==> config.mk <==
export PLATFORM = sky130hd
export DESIGN_NAME = tbase_timer
export DESIGN_NICKNAME = d
export VERILOG_FILES = /design/src/rtl/tbase_pkg.sv /design/src/rtl/tbase_counter.sv /design/src/rtl/tbase_tap_sel.sv /design/src/rtl/tbase_ctlreg.sv /design/src/rtl/tbase_timer.sv
export SDC_FILE = /design/constraint.sdc
export NUM_CORES = 1
export LEC_CHECK = 0
export ABC_AREA = 1
export BUFFER_PORTS_ARGS = -buffer_cell sky130_fd_sc_hd__buf_4
export CAP_MARGIN = 20
export CORE_MARGIN = 2
export CORE_UTILIZATION = 54
export CTS_BUF_LIST = sky130_fd_sc_hd__clkbuf_16
export DETAILED_ROUTE_END_ITERATION = 8
export GPL_ROUTABILITY_DRIVEN = 0
export PLACE_DENSITY = 0.83
export RECOVER_POWER = 100
export SETUP_SLACK_MARGIN = 0.5
export SLEW_MARGIN = 15
export SYNTH_ARGS = -nofsm -noshare
export SYNTH_HDL_FRONTEND = slang
export SYNTH_SLANG_ARGS = --single-unit
==> constraint.sdc <==
create_clock -name clk -period 2.1 [get_ports clk]
set_input_delay 0.315 -clock clk [delete_from_list [all_inputs] [get_ports clk]]
set_output_delay 0.315 -clock clk [all_outputs]
set_load 0.02 [all_outputs]
==> src/rtl/tbase_pkg.sv <==
package tbase_pkg;
  localparam int unsigned REG_W    = 8;
  localparam int unsigned NUM_TAPS = 4;
  localparam int unsigned SEL_W    = $clog2(NUM_TAPS);

  // register field positions (software view)
  localparam int unsigned B_FLAG   = 7;
  localparam int unsigned B_IE     = 6;
  localparam int unsigned B_SEL_HI = 2;
  localparam int unsigned B_SEL_LO = 1;
  localparam int unsigned B_CLR    = 0;

  typedef logic [SEL_W-1:0] sel_t;
endpackage

==> src/rtl/tbase_counter.sv <==
module tbase_counter #(
  parameter int CNT_W = 22
) (
  input  logic             clk,
  input  logic             rst_n,
  input  logic             clr,
  output logic [CNT_W-1:0] count
);
  always_ff @(posedge clk or negedge rst_n) begin
    if (!rst_n)   count <= '0;
    else if (clr) count <= '0;
    else          count <= count + 1'b1;
  end
endmodule

==> src/rtl/tbase_tap_sel.sv <==
module tbase_tap_sel import tbase_pkg::*; #(
  parameter int CNT_W    = 22,
  parameter int TAP0_EXP = 11,
  parameter int TAP1_EXP = 12,
  parameter int TAP2_EXP = 13,
  parameter int TAP3_EXP = 22
) (
  input  logic [CNT_W-1:0] count,
  input  sel_t             sel,
  input  logic             cnt_clr,
  output logic             tick
);
  logic [NUM_TAPS-1:0] wrap;

  // one rollover detector per tap: low bits all ones means next edge wraps them
  for (genvar i = 0; i < NUM_TAPS; i++) begin : g_tap
    localparam int EXP = (i == 0) ? TAP0_EXP :
                         (i == 1) ? TAP1_EXP :
                         (i == 2) ? TAP2_EXP : TAP3_EXP;
    assign wrap[i] = &count[EXP-1:0];
  end

  // a clear on the same edge takes the counter elsewhere, so no rollover
  assign tick = wrap[sel] & ~cnt_clr;
endmodule

==> src/rtl/tbase_ctlreg.sv <==
module tbase_ctlreg import tbase_pkg::*; (
  input  logic             clk,
  input  logic             rst_n,
  input  logic             wr_hit,
  input  logic             rd_hit,
  input  logic             rd_rmw,
  input  logic             w_flag,
  input  logic             w_ie,
  input  sel_t             w_sel,
  input  logic             tick,
  output logic             flag,
  output logic             ie,
  output sel_t             sel,
  output logic [REG_W-1:0] rdata
);
  always_ff @(posedge clk or negedge rst_n) begin
    if (!rst_n) begin
      flag <= 1'b0;
      ie   <= 1'b0;
      sel  <= '0;
    end else begin
      // hardware set has priority over a software clear
      if (tick)                 flag <= 1'b1;
      else if (wr_hit && !w_flag) flag <= 1'b0;
      if (wr_hit) begin
        ie  <= w_ie;
        sel <= w_sel;
      end
    end
  end

  always_comb begin
    rdata = '0;
    if (rd_hit) begin
      rdata[B_FLAG]            = flag | rd_rmw;
      rdata[B_IE]              = ie;
      rdata[B_SEL_HI:B_SEL_LO] = sel;
      rdata[B_CLR]             = 1'b1;
    end
  end
endmodule

==> src/rtl/tbase_timer.sv <==
module tbase_timer import tbase_pkg::*; #(
  parameter int              ADDR_W   = 8,
  parameter logic [ADDR_W-1:0] REG_ADDR = 'h0A,
  parameter int              CNT_W    = 22,
  parameter int              TAP0_EXP = 11,
  parameter int              TAP1_EXP = 12,
  parameter int              TAP2_EXP = 13,
  parameter int              TAP3_EXP = 22
) (
  input  logic              clk,
  input  logic              rst_n,
  input  logic [ADDR_W-1:0] bus_addr,
  input  logic [REG_W-1:0]  bus_wdata,
  input  logic              bus_wr,
  input  logic              bus_rd,
  input  logic              bus_rmw,
  output logic [REG_W-1:0]  bus_rdata,
  output logic              irq,
  output logic [CNT_W-1:0]  tb_count
);
  logic hit, wr_hit, rd_hit, cnt_clr, tick, flag, ie;
  sel_t sel;
  logic unused_wbits;

  assign hit          = (bus_addr == REG_ADDR);
  assign wr_hit       = bus_wr & hit;
  assign rd_hit       = bus_rd & hit;
  assign cnt_clr      = wr_hit & ~bus_wdata[B_CLR];
  assign unused_wbits = ^bus_wdata[5:3];

  tbase_counter #(.CNT_W(CNT_W)) u_cnt (
    .clk   (clk),
    .rst_n (rst_n),
    .clr   (cnt_clr),
    .count (tb_count)
  );

  tbase_tap_sel #(
    .CNT_W(CNT_W), .TAP0_EXP(TAP0_EXP), .TAP1_EXP(TAP1_EXP),
    .TAP2_EXP(TAP2_EXP), .TAP3_EXP(TAP3_EXP)
  ) u_tap (
    .count   (tb_count),
    .sel     (sel),
    .cnt_clr (cnt_clr),
    .tick    (tick)
  );

  tbase_ctlreg u_reg (
    .clk    (clk),
    .rst_n  (rst_n),
    .wr_hit (wr_hit),
    .rd_hit (rd_hit),
    .rd_rmw (bus_rmw),
    .w_flag (bus_wdata[B_FLAG]),
    .w_ie   (bus_wdata[B_IE]),
    .w_sel  (bus_wdata[B_SEL_HI:B_SEL_LO]),
    .tick   (tick),
    .flag   (flag),
    .ie     (ie),
    .sel    (sel),
    .rdata  (bus_rdata)
  );

  assign irq = flag & ie;
endmodule

Word-level counts from Yosys, hierarchy flattened. Cells that the tools add are included.

Register bits: 26. Bits in latches: 0. Memory bits (writable): 0. Bits in read-only memories: 0. Input bits: 21. Output and inout port bits: 31. Logic and storage cells: 29. Memories kept: 0.

$add $sub $neg: 1. Multipliers: 0. Div/mod/pow operators: 0. Magnitude comparators: 1. Eq/ne operators: 1. Shifts and indexed selects: 0. Multiplexer cells: 7. Bitwise gates (word level): 8. Reductions and logical operators: 7.

Operators by type and width (count): $add 22x1->22 const B (1); $mux 22 (1); $reduce_and 22->1 (1); $reduce_and 13->1 (1); $reduce_and 12->1 (1); $reduce_and 11->1 (1); $eq 8x4->1 const B (1); $and 1x1->1 (5); $lt 2x3->1 const B (1); $mux 1 (3); $mux 3 (1); $bmux 1 s2 (1); $mux 2 (1); $not 1->1 (2); $reduce_bool 2->1 (1); $logic_and 1x1->1 (1); $logic_not 1->1 (1); $or 1x1->1 (1).

Longest topological paths before layout.
Depth in word-level cells: 6. Mapped depth: 9. Depth with buffers taken out: 9.

By module. A second synthesis with hierarchy kept.

Cells, all modules: 231. Area total of the unflattened synthesis: 1625.3 um2.

By module, submodules not included: tbase_counter (instances 1, cells each 164, area an instance 1236.2 um2, seq. area each 550.5 um2); tbase_ctlreg (instances 1, cells each 30, area an instance 220.2 um2, seq. area each 100.1 um2); tbase_tap_sel (instances 1, cells each 19, area an instance 85.1 um2, seq. area each 0.0 um2); tbase_timer (instances 1, cells each 18, area an instance 83.8 um2, seq. area each 0.0 um2).

Worst setup path before layout. No wires, ideal clock.

Path kind: register -> register. From: register u_cnt.count[0]. To: register u_cnt.count[20]. Library setup time: 117 ps. Arrival time: 1398 ps. Required time: 1983 ps. Setup slack: 585 ps. Stages on the path, launching flop included: 9. Buffers on the path: 0. Period minus slack after synthesis: 1515 ps. Cell sequence: dfrtp_1 > ha_1 > nand2_1 > nor2_4 > nand3_2 > nor2_4 > nand2_2 > o21ai_1 > nor2_1.

Word-level cells in the longest chain between the ends: 2.

RTL lines: from (decl) (line tbase_counter.sv:7) `output logic [CNT_W-1:0] count`; from (signal assigned) (line tbase_counter.sv:12) `else count <= count + 1'b1;`; $add 22x1->22 (line tbase_counter.sv:12); $mux 22 (line tbase_counter.sv:11) `else if (clr) count <= '0;`.

Every way passes these cells. A chain may end at the register's enable or synchronous reset.

Worst setup path in the final report.
From: register u_cnt.count[1]. To: register u_cnt.count[20].

Same word-level chain as after synthesis.

==> qor_table.md <==
| Quantity | This run |
|:---|:---|
| Status | finished clean |
| Fraction of power consumed by combinational cells | 35.7% |
| RSZ-0062 raised after global routing | yes |
| Arrival @ worst endpoint | 1.86 ns |
| Tot GR Track Use | 23.9% |
| Synth-to-Final Area Change | 24.0% |
| Net switching power figure | 0.000770 W |
| Drt initial violations | 83 |
| Destination of the worst hold path | u_reg.ie$_DFFE_PN0N_ |
| Ratio of total power to cell area | 1020 nW/um2 |
| Average wire per cell in the routed design | 12.7 um |
| Clock root cell | sky130_fd_sc_hd__clkbuf_16 |
| Class of the tightest hold or removal check | in -> reg |
| Relative max-transition margin | 56.6% |
| Clock latency of the later-clocked register in the worst-skew pair | 0.26 ns |
| Hold Startpoint | bus_wdata[6] |
| Pins over their slew limit | 0 |
| Depth of the worst register-to-register path | 8 |
| Core Rows | 19 |
| CTS clk-pin slew, worst paths | 0.06 ns |
| Clock net sink count | 26 |
| Core Box Area | 2780 um2 |
| Via density | 5.07 |
| Cell count after synthesis | 224 |
| Final critical-path share of the clock period | 81.4% |
| Worst flop-to-flop path endpoint | u_cnt.count[20]$_DFF_PN0_ |
| Power Internal | 0.00124 W |
| F_max | 585 MHz |
| Part of the power in the clock network | 27.1% |
| Post-synth design cell area | 1590 um2 |
| Final antenna diode count | 0 |
| Placed wire-length estimate after detailed placement | 2810 um |
| Via count | 1563 |
| Synthesized area per cell | 7.08 um2 |
| Final-layout worst hold slack | 0.297 ns |
| Die boundary width | 58.2 um |
| Number of antenna violations at the first check in global routing | 0 |
| Worst Max-Slew Pin Slew | 0.651 ns |
| Critical Setup Path Class | reg -> reg |
| TritonCTS clock tree | built |
| Proportion of netlist area held by the largest area contributor | 41.0% |
| Fin crit period | 1.71 ns |
| Number of I/O port buffers | 45 |
| Initial core utilization | 57.0% |
| Proportion of total power due to net switching | 38.4% |
| Layout cells sized above 1 | 15.9% |
| Remaining global-route overflow | 0 |
| Cell type with the highest aggregate area in the netlist | sky130_fd_sc_hd__dfrtp_1 |
| Remaining antenna violation count | 0 |
| Maximum net fanout on the critical path | 6 |
| Clock skew after layout | 0.00376 ns |
| Type of destination of the critical path | flop |
| Sum of negative setup slack | 0 ns |
| Synthesis-stage register bit count | 26 |
| Part of the power in registers | 37.2% |
| Longest Clk Path Bufs | 2 |
| Count of yosys warnings during synthesis | 0 |
| Worst-case vdd ir drop | 1.06 mV |
| Most area-consuming cells after synthesis | sky130_fd_sc_hd__dfrtp_1, sky130_fd_sc_hd__nand2_1, sky130_fd_sc_hd__nor2_1, sky130_fd_sc_hd__inv_1, sky130_fd_sc_hd__nand3_1 |
| Leakage Power | 0.978 nW |
| Setup violators final | 0 |
| Net count reported at finish | 300 |
| Area of the die | 3390 um2 |
| Unique masters post-synth | 24 |
| Cts bufs inserted | 3 |
| Via count of the first global-routing pass | 1368 |
| Final wirelength | 3910 um |
| Maximum number of pins on one net before global-route repair | 27 |
| Data required time at the worst endpoint | 2.25 ns |
| Die height | 58.2 um |
| Instance count along the most critical hold path | 3 |
| Count of endpoints failing hold in the final timing report | 0 |
| Layout filler cell count | 270 |
| Seq/Total Area, Yosys | 41.0% |
| H-Tree Level Count | 1 |
| Area of all placed cells without fillers | 1970 um2 |
| Reg2reg setup slack | 0.39 ns |
| Number of max-capacitance violations reported | 0 |
| Worst reg2reg startpoint | u_cnt.count[1]$_DFF_PN0_ |
| Num ports | 52 |
| Nature of the critical path startpoint | flop |
| Wire length of the first global-routing pass | 6210 um |
| Post-place instance area | 1940 um2 |
| # DRC | 0 |
| Router iterations before antenna repair | 4 |
==> power groups by stage <==
stage	combinational (W)	clock, W	sequential (W)
final	0.000717	0.000544	0.000745
after global routing	0.000787	0.000578	0.000766
after CTS	0.000761	0.000557	0.000748
after detailed placement	0.000749	0	0.000754
after global placement	0.000732	0	0.000753
after floorplan	0.000386	0	0.000840
==> Yosys cell counts <==
library cell and count:
sky130_fd_sc_hd__nand4_1 6, sky130_fd_sc_hd__buf_2 1, sky130_fd_sc_hd__nor3_1 6, sky130_fd_sc_hd__buf_4 4, sky130_fd_sc_hd__nor3_2 1, sky130_fd_sc_hd__ha_1 1
sky130_fd_sc_hd__nor2_1 43, sky130_fd_sc_hd__inv_1 35, sky130_fd_sc_hd__or2_2 2, sky130_fd_sc_hd__o21ai_0 5, sky130_fd_sc_hd__nor2_4 4, sky130_fd_sc_hd__dfrtp_1 26
sky130_fd_sc_hd__conb_1 1, sky130_fd_sc_hd__nand3_2 3, sky130_fd_sc_hd__nor2_2 5, sky130_fd_sc_hd__nand3b_2 1, sky130_fd_sc_hd__nand2_2 5, sky130_fd_sc_hd__a21oi_1 10
sky130_fd_sc_hd__xnor2_1 1, sky130_fd_sc_hd__nor3b_1 1, sky130_fd_sc_hd__nand3b_1 1, sky130_fd_sc_hd__nand2_1 45, sky130_fd_sc_hd__o21ai_1 3, sky130_fd_sc_hd__nand3_1 14
==> through the flow <==
stage | util [%] | setup slack, ns | instances | total power (W)
3_3_place_gp | 69.9 | 0.561 | 298 | 0.00149
4_1_cts | 74.0 | 0.543 | 303 | 0.00207
3_5_place_dp | 69.9 | 0.554 | 298 | 0.00150
2_1_floorplan | - | 0.585 | 226 | 0.00123
5_1_grt | 70.7 | 0.281 | 308 | 0.00213
6_report | 70.7 | 0.391 | 308 | 0.00201
==> registers in the layout (all words and copies together) (netlist names) <==
register / flops
u_reg.sel: 2
u_reg.flag: 1
u_cnt.count: 22
u_reg.ie: 1
==> worst max-delay path: stages, from the launching register on <==
cell and delay, ns:
sky130_fd_sc_hd__dfrtp_1 0.39, sky130_fd_sc_hd__ha_1 0.21, sky130_fd_sc_hd__nand2_1 0.13, sky130_fd_sc_hd__nor2_4 0.23, sky130_fd_sc_hd__nand3_2 0.09, sky130_fd_sc_hd__nor2_1 0.28
sky130_fd_sc_hd__nand2_2 0.09, sky130_fd_sc_hd__o21ai_1 0.13, sky130_fd_sc_hd__nor2_1 0.05
==> repair_timing <==
| action | CTS | global route |
|---|---|---|
| buffers inserted | 0 | 5 |
| hold buffers | 1 | 0 |
| setup endpoints to repair | 1 | 10 |
| pin swaps | 0 | 3 |
| gates resized for setup | 1 | 6 |
| endpoints found under the hold margin | 26 | 0 |
==> layout by cell type, fill, tap and decap left out, types with 5 or more instances in the layout <==
cell and count:
sky130_fd_sc_hd__inv_1 35, sky130_fd_sc_hd__o21ai_0 5, sky130_fd_sc_hd__nor2_1 46, sky130_fd_sc_hd__nor3_1 6, sky130_fd_sc_hd__nand4_1 6, sky130_fd_sc_hd__a21oi_1 10, sky130_fd_sc_hd__nand2_2 5, sky130_fd_sc_hd__dfrtp_1 25
sky130_fd_sc_hd__nand3_1 16, sky130_fd_sc_hd__clkbuf_1 28, sky130_fd_sc_hd__buf_4 20, sky130_fd_sc_hd__nand2_1 45
==> how the worst max path moves through the flow <==
stage	start	end	slack (ns)	cells past startpoint
finish	u_cnt.count[1]$_DFF_PN0_	u_cnt.count[20]$_DFF_PN0_	0.39	8
detailed placement	u_cnt.count[0]$_DFF_PN0_	u_cnt.count[18]$_DFF_PN0_	0.55	8
CTS	u_cnt.count[0]$_DFF_PN0_	u_cnt.count[18]$_DFF_PN0_	0.54	8
floorplan	u_cnt.count[0]$_DFF_PN0_	u_cnt.count[20]$_DFF_PN0_	0.59	8
global placement	u_cnt.count[0]$_DFF_PN0_	u_cnt.count[18]$_DFF_PN0_	0.56	8
global route	u_cnt.count[1]$_DFF_PN0_	u_reg.flag$_DFFE_PN0P_	0.28	9
==> cell type report <==
cell class / instances / area, um2 / area share [%]
Multi-Input combinational cell: 160 / 754 / 38.4
Clock inverter: 1 / 30.0 / 1.53
Timing Repair Buffer: 52 / 285 / 14.5
Tap cell: 31 / 38.8 / 1.97
Inverter: 35 / 131 / 6.68
Clock buffer: 3 / 75.1 / 3.82
Sequential cell: 26 / 652 / 33.1
==> per-layer routing <==
metal | vias to the layer above | part of all wire, % | global-route usage, %
met5 | - | 0 | 0
met4 | 0 | 0.69 | 3.99
met3 | 5 | 5.5 | 5.80
met2 | 54 | 49 | 37.7
met1 | 707 | 45 | 34.1
li1 | 797 | - | -
==> kinds of logic (layout without fill, tap and decap cells) <==
group           count (synthesis)  count (layout)  share of synthesized area [%]
flops                          26              26                           41.0
xor+xnor                        1               1                          0.552
simple gates                  137             137                           41.2
other cells                     1               3                          0.236
buf+inv                        40              91                           10.5
fa+ha+maj                       1               1                          0.789
compound gates                 18              18                           5.68
Note: power is estimated with default switching activity, not from simulation.
